--- config.mk ---
export PLATFORM = sky130hd
export DESIGN_NAME = dac_frontend
export DESIGN_NICKNAME = d
export VERILOG_FILES = /design/src/rtl/dac_fe_pkg.sv /design/src/rtl/dac_fe_sync.sv /design/src/rtl/dac_fe_rx.sv /design/src/rtl/dac_fe_regs.sv /design/src/rtl/dac_fe_outstage.sv /design/src/rtl/dac_frontend.sv
export SDC_FILE = /design/constraint.sdc
export NUM_CORES = 1
export LEC_CHECK = 0
export CORE_UTILIZATION = 39
export CTS_CLUSTER_SIZE = 14
export DETAILED_ROUTE_END_ITERATION = 6
export GPL_TIMING_DRIVEN = 0
export PLACE_DENSITY = 0.66
export SLEW_MARGIN = 0
export SYNTH_ARGS = -nofsm -noshare
export SYNTH_HDL_FRONTEND = slang
export SYNTH_SLANG_ARGS = --single-unit
--- constraint.sdc ---
create_clock -name clk -period 1.7 [get_ports clk]
set_input_delay 0.34 -clock clk [delete_from_list [all_inputs] [get_ports clk]]
set_output_delay 0.34 -clock clk [all_outputs]
set_load 0.01 [all_outputs]
--- src/rtl/dac_fe_pkg.sv ---
package dac_fe_pkg;

  localparam int PM_W = 2;

  typedef enum logic [PM_W-1:0] {
    PM_DRIVE   = 2'b00,
    PM_PULL1K  = 2'b01,
    PM_PULL100K = 2'b10,
    PM_OPEN    = 2'b11
  } pmode_e;

  typedef enum logic [1:0] {
    RX_IDLE  = 2'b00,
    RX_SHIFT = 2'b01,
    RX_HOLD  = 2'b10
  } rx_state_e;

  typedef struct packed {
    logic drive;
    logic pull_lo;
    logic pull_hi;
    logic open;
  } ostage_t;

  // Output-stage decode: exactly one control per mode.
  function automatic ostage_t stage_for(input pmode_e m);
    ostage_t s;
    s = '0;
    unique case (m)
      PM_DRIVE:    s.drive   = 1'b1;
      PM_PULL1K:   s.pull_lo = 1'b1;
      PM_PULL100K: s.pull_hi = 1'b1;
      default:     s.open    = 1'b1;
    endcase
    return s;
  endfunction

endpackage

--- src/rtl/dac_fe_sync.sv ---
module dac_fe_sync #(
  parameter int          W       = 3,
  parameter int          STAGES  = 2,
  parameter logic [W-1:0] RST_VAL = '1
) (
  input  logic         clk,
  input  logic         rst_n,
  input  logic [W-1:0] pins_i,
  output logic [W-1:0] now_o
);

  logic [STAGES-1:0][W-1:0] pipe;

  for (genvar g = 0; g < STAGES; g++) begin : g_stage
    if (g == 0) begin : g_first
      always_ff @(posedge clk or negedge rst_n) begin
        if (!rst_n) pipe[g] <= RST_VAL;
        else        pipe[g] <= pins_i;
      end
    end else begin : g_next
      always_ff @(posedge clk or negedge rst_n) begin
        if (!rst_n) pipe[g] <= RST_VAL;
        else        pipe[g] <= pipe[g-1];
      end
    end
  end

  assign now_o = pipe[STAGES-1];

endmodule

--- src/rtl/dac_fe_rx.sv ---
module dac_fe_rx
  import dac_fe_pkg::*;
#(
  parameter  int FRAME_W = 24,
  parameter  int KEEP_W  = 18,
  localparam int CNT_W   = $clog2(FRAME_W + 1)
) (
  input  logic              clk,
  input  logic              rst_n,
  input  logic              sync_n_i,
  input  logic              sclk_i,
  input  logic              din_i,
  output logic              sync_fall_o,
  output logic              sync_rise_o,
  output logic              sclk_fall_o,
  output logic              done_o,
  output logic              abort_o,
  output logic [KEEP_W-1:0] word_o,
  output logic [CNT_W-1:0]  cnt_o,
  output rx_state_e         state_o
);

  localparam logic [CNT_W-1:0] LAST_IDX = CNT_W'(FRAME_W - 1);

  logic             sync_prev, sclk_prev;
  logic [KEEP_W-2:0] sh;
  rx_state_e        state;
  logic [CNT_W-1:0] cnt;

  // Edge events between successive synchronized samples.
  assign sync_fall_o = sync_prev & ~sync_n_i;
  assign sync_rise_o = ~sync_prev & sync_n_i;
  assign sclk_fall_o = sclk_prev & ~sclk_i;

  always_ff @(posedge clk or negedge rst_n) begin
    if (!rst_n) begin
      sync_prev <= 1'b1;
      sclk_prev <= 1'b1;
    end else begin
      sync_prev <= sync_n_i;
      sclk_prev <= sclk_i;
    end
  end

  always_ff @(posedge clk or negedge rst_n) begin
    if (!rst_n) begin
      state   <= RX_IDLE;
      cnt     <= '0;
      sh      <= '0;
      word_o  <= '0;
      done_o  <= 1'b0;
      abort_o <= 1'b0;
    end else begin
      done_o  <= 1'b0;
      abort_o <= 1'b0;
      unique case (state)
        RX_IDLE: begin
          if (sync_fall_o) begin
            state <= RX_SHIFT;
            cnt   <= '0;
            sh    <= '0;
          end
        end
        RX_SHIFT: begin
          if (sync_rise_o) begin
            state   <= RX_IDLE;
            cnt     <= '0;
            sh      <= '0;
            abort_o <= 1'b1;
          end else if (sclk_fall_o) begin
            sh  <= {sh[KEEP_W-3:0], din_i};
            cnt <= cnt + 1'b1;
            if (cnt == LAST_IDX) begin
              word_o <= {sh, din_i};
              done_o <= 1'b1;
              state  <= RX_HOLD;
            end
          end
        end
        RX_HOLD: begin
          if (sync_rise_o) begin
            state <= RX_IDLE;
            cnt   <= '0;
          end
        end
        default: state <= RX_IDLE;
      endcase
    end
  end

  assign cnt_o   = cnt;
  assign state_o = state;

endmodule

--- src/rtl/dac_fe_regs.sv ---
module dac_fe_regs
  import dac_fe_pkg::*;
#(
  parameter  int DATA_W = 16,
  localparam int WORD_W = DATA_W + PM_W
) (
  input  logic              clk,
  input  logic              rst_n,
  input  logic              load_i,
  input  logic [WORD_W-1:0] word_i,
  output logic [DATA_W-1:0] data_o,
  output pmode_e            mode_o,
  output logic              strobe_o
);

  always_ff @(posedge clk or negedge rst_n) begin
    if (!rst_n) begin
      data_o   <= '0;
      mode_o   <= PM_DRIVE;
      strobe_o <= 1'b0;
    end else begin
      strobe_o <= load_i;
      if (load_i) begin
        data_o <= word_i[DATA_W-1:0];
        mode_o <= pmode_e'(word_i[WORD_W-1:DATA_W]);
      end
    end
  end

endmodule

--- src/rtl/dac_fe_outstage.sv ---
module dac_fe_outstage
  import dac_fe_pkg::*;
#(
  parameter int DATA_W = 16
) (
  input  logic [DATA_W-1:0] data_i,
  input  pmode_e            mode_i,
  output logic [DATA_W-1:0] tap_o,
  output ostage_t           stage_o
);

  // Two's complement to offset binary: flip the sign bit.
  function automatic logic [DATA_W-1:0] offset_tap(input logic [DATA_W-1:0] code);
    return {~code[DATA_W-1], code[DATA_W-2:0]};
  endfunction

  assign tap_o   = offset_tap(data_i);
  assign stage_o = stage_for(mode_i);

endmodule

--- src/rtl/dac_frontend.sv ---
module dac_frontend
  import dac_fe_pkg::*;
#(
  parameter  int FRAME_W     = 24,
  parameter  int DATA_W      = 16,
  parameter  int SYNC_STAGES = 2,
  localparam int KEEP_W      = DATA_W + PM_W,
  localparam int CNT_W       = $clog2(FRAME_W + 1)
) (
  input  logic              clk,
  input  logic              rst_n,
  input  logic              sync_n_i,
  input  logic              sclk_i,
  input  logic              din_i,
  output logic [DATA_W-1:0] tap_o,
  output logic [PM_W-1:0]   pmode_o,
  output logic              drive_en_o,
  output logic              pull_1k_o,
  output logic              pull_100k_o,
  output logic              hiz_o,
  output logic              update_o
);

  logic [2:0]        pins_now;
  logic              sync_fall_w, sync_rise_w, sclk_fall_w;
  logic              frame_done_w, abort_w;
  logic [KEEP_W-1:0] frame_word_w;
  logic [CNT_W-1:0]  bit_cnt_w;
  rx_state_e         rx_state_w;
  logic [DATA_W-1:0] data_w;
  pmode_e            mode_w;
  ostage_t           stage_w;

  dac_fe_sync #(.W(3), .STAGES(SYNC_STAGES), .RST_VAL(3'b111)) u_sync (
    .clk    (clk),
    .rst_n  (rst_n),
    .pins_i ({sync_n_i, sclk_i, din_i}),
    .now_o  (pins_now)
  );

  dac_fe_rx #(.FRAME_W(FRAME_W), .KEEP_W(KEEP_W)) u_rx (
    .clk         (clk),
    .rst_n       (rst_n),
    .sync_n_i    (pins_now[2]),
    .sclk_i      (pins_now[1]),
    .din_i       (pins_now[0]),
    .sync_fall_o (sync_fall_w),
    .sync_rise_o (sync_rise_w),
    .sclk_fall_o (sclk_fall_w),
    .done_o      (frame_done_w),
    .abort_o     (abort_w),
    .word_o      (frame_word_w),
    .cnt_o       (bit_cnt_w),
    .state_o     (rx_state_w)
  );

  dac_fe_regs #(.DATA_W(DATA_W)) u_regs (
    .clk      (clk),
    .rst_n    (rst_n),
    .load_i   (frame_done_w),
    .word_i   (frame_word_w),
    .data_o   (data_w),
    .mode_o   (mode_w),
    .strobe_o (update_o)
  );

  dac_fe_outstage #(.DATA_W(DATA_W)) u_out (
    .data_i  (data_w),
    .mode_i  (mode_w),
    .tap_o   (tap_o),
    .stage_o (stage_w)
  );

  assign pmode_o     = mode_w;
  assign drive_en_o  = stage_w.drive;
  assign pull_1k_o   = stage_w.pull_lo;
  assign pull_100k_o = stage_w.pull_hi;
  assign hiz_o       = stage_w.open;

endmodule

# After elaboration in Yosys (flattened, before gate mapping)

Index checks and enable logic that the tools add are counted.

Word-level logic and storage cells: 62
Output and inout port bits: 23
Register bits after elaboration: 70

Eq/ne operators: 9
Add/subtract/negate cells: 1
Reductions and logical operators: 9
Bitwise gates (word level): 8
Multiplexer cells: 23

Operator list:

| cell                                                            | number |
|---|---|
| 17-bit 2-to-1 mux                                               | 3 |
| 17-bit case mux with 2 select lines                             | 1 |
| 5-bit 2-to-1 mux                                                | 4 |
| 5-bit case mux with 3 select lines                              | 1 |
| 4-bit AND reduction                                             | 3 |
| 2-bit 2-to-1 mux                                                | 5 |
| 1-bit 2-to-1 mux                                                | 8 |
| 2-bit case mux with 3 select lines                              | 1 |
| 5-bit by 1-bit adder with 5-bit output, second input constant   | 1 |
| 5-bit == test, second input constant                            | 1 |
| 1-bit inverter                                                  | 5 |
| 2-bit by 1-bit == test with 1-bit output, second input constant | 2 |
| 2-bit == test, second input constant                            | 2 |
| 2-bit zero test                                                 | 2 |
| 2-bit != test, second input constant                            | 2 |
| 1-bit bitwise AND                                               | 3 |
| 3-bit by 2-bit != test with 1-bit output, second input constant | 1 |
| 3-bit != test, second input constant                            | 1 |
| 3-bit AND reduction                                             | 1 |
| 3-bit nonzero test                                              | 1 |
| 3-bit OR reduction                                              | 1 |
| 2-bit nonzero test                                              | 1 |

# Logic depth before layout (Yosys ltp)

Gate-level depths: netlist of run 1.

Word-level depth: 5
Gate-level depth with buffers: 6

# By module

A second synthesis of run 1 with hierarchy kept.

Cell total of the unflattened synthesis: 220
Area, all modules: 3034.2 µm²

By module, submodules not included:

| module          | instances | area an instance (µm²) | cells each |
|---|---|---|---|
| dac_fe_rx       | 1         | 1964.4                 | 152 |
| dac_fe_regs     | 1         | 747.0                  | 39 |
| dac_fe_sync     | 1         | 180.2                  | 9 |
| dac_fe_outstage | 1         | 142.6                  | 20 |

# Worst setup path before layout of run 1

Ideal clock, no wire load.

Kind: flip-flop to flip-flop
Start: reg u_rx.cnt[0], in the netlist u_rx.cnt_o[0]
End: reg u_rx.word_o[10]
Stages on the path, launching flop included: 6
Library setup time: 0.125 ns
Path slack: -0.045 ns
Arrival: 1.620 ns
Path buffers: 1
Cell sequence: dfrtp_1 > ha_1 > nand4b_1 > nor3_4 > buf_12 > mux2_4

Longest elaborated chain between the ends: 2

Ends and longest elaborated chain:

| element                              | RTL line        | text |
|---|---|---|
| start, declared                      | dac_fe_rx.sv:28 | `logic [CNT_W-1:0] cnt;` |
| start signal, assigned               | dac_fe_rx.sv:72 | `cnt <= cnt + 1'b1;` |
| 5-bit == test                        | dac_fe_rx.sv:73 | `if (cnt == LAST_IDX) begin` |
| 4-bit AND reduction (no source line) | n/a             |  |
| end signal, assigned                 | dac_fe_rx.sv:74 | `word_o <= {sh, din_i};` |
| end, declared                        | dac_fe_rx.sv:18 | `output logic [KEEP_W-1:0] word_o,` |

Every way passes these cells.
A chain may end at the register's enable or synchronous reset.

# Final worst setup path of run 1

Start: reg u_rx.state[1], in the netlist u_rx.state_o[1]
End: reg u_rx.word_o[14]

Longest elaborated chain between the ends: 2

Ends and longest elaborated chain:

| element                                  | RTL line        | text |
|---|---|---|
| start, declared                          | dac_fe_rx.sv:27 | `rx_state_e state;` |
| start signal, assigned                   | dac_fe_rx.sv:47 | `state <= RX_IDLE;` |
| start signal, assigned                   | dac_fe_rx.sv:59 | `state <= RX_SHIFT;` |
| start signal, assigned                   | dac_fe_rx.sv:66 | `state <= RX_IDLE;` |
| 2-bit by 1-bit == test with 1-bit output | dac_fe_rx.sv:56 | `unique case (state)` |
| 4-bit AND reduction (no source line)     | n/a             |  |

Every way passes these cells.

==> metrics.yaml, run 1 <==
status:
  status: "finished clean"
clocking:
  cts.clk_slew.worst_paths_ns: 0.07
  cts_max_path_buffers: 2
  cts_inserted_buffers: 9
  clk_latency_ns: 0.33
  cts.sinks: 70
  tritoncts: "yes"
  cts_root_buffer: "clkbuf_8"
  cts-htree-levels: 3
worst_setup_path:
  critPathKind: "reg2reg"
  startpoint_type: "flop"
  required_ns: 1.92
  critPathCaptureType: "flop"
  arrival_ns: 1.89
  cp_max_fo: 8
synthesis:
  ys_ff_latch: 70
  synth_top_area_cell: "dfrtp_1"
  ys_warn_count: 0
  seq_area_frac_synth_pct: 59.5
  synth_top_area_share_pct: 52.4
  synthesis.nets: 230
  syn_avg_cell_area_um2: 13.2
  syn_inst: 224
  ys_top_cells_by_area: "dfrtp_1 (52%), mux2_2 (9.9%), dfstp_2 (7.1%)"
  synth_area_mm2: 0.00296
  synth_cell_types: 38
timing:
  hold_violations: 0
  fmax_mhz: 598
  relSlewSlack_pct: 43.9
  finalSetupViolations: 0
  hold_slack_ns: 0.0976
  fin_crit_ns: 1.67
  drv_slew: 0
  finClkSkew_ns: 0.00850
  period_share_pct: 98.3
  layout_setup_ws_ns: 0.0291
  tightest_slew_ns: 0.841
cells_and_area:
  most-common-layout-cells: "dfrtp_1 (61), buf_4 (37), mux2_2 (26), nand2_1 (23), inv_1 (19)"
  nFillCells: 662
  nets: 290
  layout-drive-gt1-share_pct: 39.9
  fin_util_pct: 52.2
  synthToLayoutAreaGrowth_pct: 28.8
  instances_no_fill: 387
  layout_commonest_cell: "dfrtp_1"
  diodes: 0
power_and_ir_drop:
  power.share.sequential_pct: 54.8
  p_sw_share_pct: 25.2
  switching_power_w: 0.000802
  clkPwrFrac_pct: 34.7
  leakagePower_nw: 1.99
  ir_drop_mv: 0.410
  power.internal_w: 0.00238
  p_comb_share_pct: 10.5
  total_power_w: 0.00318
  p_per_area_mw_per_mm2: 835
placement:
  gp_congestion: 0.685
  io_buffers: 27
  dp_slack_ns: -0.310
  dp_hpwl_mm: 2.94
  dp.cells: 350
route:
  drc: 0
  drt-total-wl_mm: 4.82
  num_vias: 1810
  first_pass_iters: 4
  ant_nets: 0
  wl_per_cell_um: 12.4
  via_per_inst: 4.68
  drt-initial-drc-count: 38
global_route:
  antenna_found_initial: 0
  grt_pass1_wl_mm: 7.89
  grt_pass1_vias: 1682
  grt.overflow.total: 0
  grt_usage_pct: 13.3
  grt_max_degree: 71
die:
  fp.dieW_um: 89.1
  io_pins: 28
  start_util_pct: 40.6
  core_mm2: 0.00729
  fp-row-count: 31
  dieArea_mm2: 0.00794
  die_h_um: 89.1
min_path:
  hold_path.class: "in2async"
run:
  cap_violations: 0
-- synth_stat cells --
cell,count
dfrtp_1,62
mux2_2,26
nand2_1,23
inv_1,20
mux2i_1,17
buf_4,15
mux2_4,9
dfstp_2,8
nand3_1,7
nor2b_1,3
a21oi_1,2
buf_2,2
clkbuf_1,2
nor2_1,2
o21ai_0,2
or4_1,2
a21oi_2,1
a221oi_2,1
a32o_1,1
and2_1,1
and2b_1,1
buf_1,1
buf_12,1
buf_6,1
ha_1,1
nand2b_1,1
nand3b_1,1
nand4b_1,1
nor2b_4,1
nor3_1,1
nor3_4,1
nor4b_1,1
o21ai_2,1
o21bai_1,1
o221ai_1,1
o2bb2ai_1,1
o31ai_1,1
xor2_1,1
-- per-layer routing --
metal | vias up | GRT usage, % | routed length (um)
met1 | 892 | 17.0 | 2210
met2 | 38 | 20.2 | 2300
met5 | - | 0 | 0
li1 | 869 | - | -
met4 | 0 | 8.23 | 110
met3 | 11 | 3.69 | 196
-- power by group through the flow --
stage / sequential, W / combinational (W) / clock, W
after floorplan: 0.00176 / 0.000167 / 0
after global placement: 0.00177 / 0.000237 / 0
after detailed placement: 0.00177 / 0.000240 / 0
after CTS: 0.00174 / 0.000288 / 0.00114
after global routing: 0.00175 / 0.000366 / 0.00122
final: 0.00174 / 0.000335 / 0.00110
-- kinds of logic (layout without fill, tap and decap cells) --
| logic type | after synthesis | in the layout | share of synthesized area [%] |
|---|---|---|---|
| XOR/XNOR | 1 | 1 | 0.296 |
| flip-flops | 70 | 70 | 59.5 |
| multiplexers | 52 | 52 | 20.2 |
| buffers and inverters | 42 | 106 | 8.12 |
| AO/OA/AOI/OAI | 12 | 12 | 3.21 |
| adder cells (fa/ha/maj) | 1 | 1 | 0.423 |
| AND/OR/NAND/NOR | 46 | 46 | 8.20 |
-- critical path, cell delays in order, from the launching register on --
cell and delay (ns):
dfrtp_1 0.37, buf_6 0.14, nor2b_4 0.15, o21ai_4 0.10
nor3_4 0.20, buf_12 0.17, clkbuf_16 0.15, mux2_4 0.29
-- stage by stage --
step,TNS [ns],cell area (um2)
CTS,0,3670
detailed placement,-7.17,3370
global placement,-143.69,3370
floorplan,-0.376,2980
finish,0,3810
global route,-0.160,3810
-- final cells by class --
cell class	count	area, um2	area share [%]
Multi-Input combinational cell	112	1020	26.7
Timing Repair Buffer	49	498	13.1
Buffer	22	179	4.70
Clock buffer	10	128	3.35
Clock inverter	5	27.5	0.722
Inverter	20	75.1	1.97
Tap cell	99	124	3.25
Sequential cell	70	1760	46.3
-- timing repair --
| action | 4_1_cts | 5_1_grt |
|---|---|---|
| hold buffers | 0 | 0 |
| resized for setup | 13 | 19 |
| endpoints found under the setup margin | 50 | 47 |
| cloned | 0 | 1 |
| pin swaps | 4 | 3 |
| setup buffers | 12 | 9 |
-- worst paths after layout --
kind	slack, ns	depth (start not counted)	start	to
max in group asynchronous	0.98	1	rst_n	u_rx.state_o[0]
min in group clk	0.36	0	u_sync.pipe[0]	u_sync.now_o[0]
min reg2reg	0.36	0	u_sync.pipe[0]	u_sync.now_o[0]
max	0.03	7	u_rx.state_o[1]	u_rx.word_o[14]
min	0.1	1	rst_n	u_regs.data_o[11]
max reg2reg	0.03	7	u_rx.state_o[1]	u_rx.word_o[14]
-- state kept, by name, summed over array words and instances (netlist names) --
name             flops
u_rx.word_o         18
u_rx.sh             17
u_regs.data_o       16
u_rx.cnt_o           5
u_sync.now_o         3
u_sync.pipe          3
u_regs.mode_o        2
u_rx.state_o         2
u_regs.strobe_o      1
u_rx.done_o          1
u_rx.sclk_prev       1
u_rx.sync_prev       1
Power figures use the tool's default switching activity.
==> run 2, diff against run 1 <==
--- a/config.mk
+++ b/config.mk
@@ -10,6 +10,7 @@
 export DETAILED_ROUTE_END_ITERATION = 6
 export GPL_TIMING_DRIVEN = 0
 export PLACE_DENSITY = 0.66
+export RECOVER_POWER = 100
 export SLEW_MARGIN = 0
 export SYNTH_ARGS = -nofsm -noshare
 export SYNTH_HDL_FRONTEND = slang
==> metrics.yaml, run 2 (synthesized netlist as in run 1, its figures left out) <==
timing:
  setup_tns_ns: 0  # unchanged
  finalSetupViolations: 0  # unchanged
  layout_setup_ws_ns: 0.0292  # +0.000139 ns
  period_share_pct: 98.3  # about the same
  hold_slack_ns: 0.0975  # -0.000156 ns
  relSlewSlack_pct: 43.9  # about the same
  hold_violations: 0  # unchanged
  finClkSkew_ns: 0.00850  # -0.0000000300 ns
  fmax_mhz: 599  # about the same
  drv_slew: 0  # unchanged
  tightest_slew_ns: 0.841  # -0.00000584 ns
  fin_crit_ns: 1.67  # -0.000139 ns
die:
  core_mm2: 0.00729  # unchanged
  die_h_um: 89.1  # unchanged
  io_pins: 28  # unchanged
  fp-row-count: 31  # unchanged
  start_util_pct: 40.6  # unchanged
  fp.dieW_um: 89.1  # unchanged
  dieArea_mm2: 0.00794  # unchanged
route:
  drt-total-wl_mm: 4.81  # -0.12%
  num_vias: 1810  # unchanged
  via_per_inst: 4.68  # unchanged
  drc: 0  # unchanged
  wl_per_cell_um: 12.4  # -0.12%
  ant_nets: 0  # unchanged
  drt-initial-drc-count: 38  # unchanged
  first_pass_iters: 4  # unchanged
worst_setup_path:
  critPathMaxStageDelay_ns: 0.37  # about the same
  crit_chain: "buf_6, nor2b_4, o21ai_4, nor3_4, buf_12, clkbuf_16, mux2_4"
  slowest_stage: "dfrtp_1"
  required_ns: 1.92  # about the same
  critical_path.top_delay_family: "buffers and inverters"
  critPathKind: "reg2reg"
  cp_max_fo: 8  # unchanged
  critPathCaptureType: "flop"
  startpoint_type: "flop"
  critPathBufInv: 3  # unchanged
  arrival_ns: 1.89  # about the same
power_and_ir_drop:
  leakagePower_nw: 1.95  # -1.9%
  p_sw_share_pct: 25.2  # about the same
  power.share.sequential_pct: 54.8  # about the same
  switching_power_w: 0.000801  # about the same
  p_per_area_mw_per_mm2: 835  # about the same
  clkPwrFrac_pct: 34.7  # about the same
  p_comb_share_pct: 10.5  # about the same
  ir_drop_mv: 0.408  # -0.51%
  total_power_w: 0.00318  # about the same
  power.internal_w: 0.00238  # about the same
global_route:
  grt_pass1_vias: 1682  # unchanged
  antenna_found_initial: 0  # unchanged
  grt_max_degree: 71  # unchanged
  grt.overflow.total: 0  # unchanged
  grt_usage_pct: 13.3  # unchanged
  grt_pass1_wl_mm: 7.89  # unchanged
placement:
  gp_congestion: 0.685  # unchanged
  dp_hpwl_mm: 2.94  # unchanged
  dp_slack_ns: -0.310  # unchanged
  dp.cells: 350  # unchanged
  io_buffers: 27  # unchanged
cells_and_area:
  nFillCells: 664  # +0.30%
  largest_register_ffs: 18  # unchanged
  most-common-layout-cells: "dfrtp_1 (61), buf_4 (37), mux2_2 (26), nand2_1 (23), inv_1 (19)"
  largest-register: "u_rx.word_o"
  layout-drive-gt1-share_pct: 39.6  # -0.35 points
  layout_commonest_cell: "dfrtp_1"
  regArea_mm2: 0.00176  # unchanged
  multi_input_area_mm2: 0.00102  # unchanged
  synthToLayoutAreaGrowth_pct: 28.6
  nets: 290  # unchanged
  instances_no_fill: 387  # unchanged
  top_regs: "u_rx.word_o: 18 flops, u_rx.sh: 17 flops, u_regs.data_o: 16 flops"
  diodes: 0  # unchanged
min_path:
  hold_path.class: "in2async"
clocking:
  cts.sinks: 70  # unchanged
  cts_hold_buf: 0  # unchanged
  clk_latency_ns: 0.33  # about the same
  cts-htree-levels: 3  # unchanged
  cts_inserted_buffers: 9  # unchanged
  cts_root_buffer: "clkbuf_8"
  tritoncts: "yes"
  cts.clk_slew.worst_paths_ns: 0.07  # about the same
  cts_max_path_buffers: 2  # unchanged
run:
  cap_violations: 0  # unchanged
status:
  status: "finished clean"
run 2: cell count changes in the layout (fill, tap and decap cells not counted), sizes merged:
cell,previous run,this run
clkdlybuf4s50,11,8
clkdlybuf4s25,0,2
dlymetal6s2s,11,9
dlygate4sd3,0,3
run 2: power by group through the flow:
stage / combinational, W / sequential [W] / clock (W)
floorplan: 0.000167 / 0.00176 / 0
global placement: 0.000237 / 0.00177 / 0
detailed placement: 0.000240 / 0.00177 / 0
CTS: 0.000288 / 0.00174 / 0.00114
global route: 0.000364 / 0.00175 / 0.00122
finish: 0.000333 / 0.00174 / 0.00110
run 2: per-layer routing:
| metal | wire (um) | share of wire [%] | vias to the layer above | track usage [%] |
|---|---|---|---|---|
| li1 | - | - | 869 | - |
| met1 | 2210 | 46 | 892 | 17.0 |
| met2 | 2300 | 48 | 38 | 20.2 |
| met3 | 190 | 3.9 | 11 | 3.69 |
| met4 | 110 | 2.3 | 0 | 8.23 |
| met5 | 0 | 0 | - | 0 |
run 2: final timing paths:
kind	cells past startpoint	start	slack (ns)	endpoint
worst min register to register	0	u_sync.pipe[0]	0.36	u_sync.now_o[0]
max in group asynchronous	1	rst_n	0.98	u_rx.state_o[0]
min in group clk	0	u_sync.pipe[0]	0.36	u_sync.now_o[0]
worst max-delay path	7	u_rx.state_o[1]	0.03	u_rx.word_o[14]
worst min-delay path	1	rst_n	0.1	u_regs.data_o[11]
worst max register to register	7	u_rx.state_o[1]	0.03	u_rx.word_o[14]
run 2: final cells by class:
class | count | share of cell area, %
Multi-Input combinational cell | 112 | 26.7
Clock inverter | 5 | 0.723
Clock buffer | 10 | 3.35
Sequential cell | 70 | 46.3
Buffer | 22 | 4.70
Inverter | 20 | 1.97
Timing Repair Buffer | 49 | 13.0
Tap cell | 99 | 3.26
run 2: stage by stage:
stage	instance area [um2]	utilization (%)
2_1_floorplan	2980	-
3_3_place_gp	3370	46.2
3_5_place_dp	3370	46.2
4_1_cts	3670	50.3
5_1_grt	3800	52.2
6_report	3800	52.2
run 2: repair_timing:
| action | 4_1_cts | 5_1_grt |
|---|---|---|
| gates resized for setup | 13 | 19 |
| setup buffers | 12 | 9 |
| pin swaps | 4 | 3 |
| cloned | 0 | 1 |
| hold endpoints to repair | 0 | 0 |
| endpoints found under the setup margin | 50 | 47 |
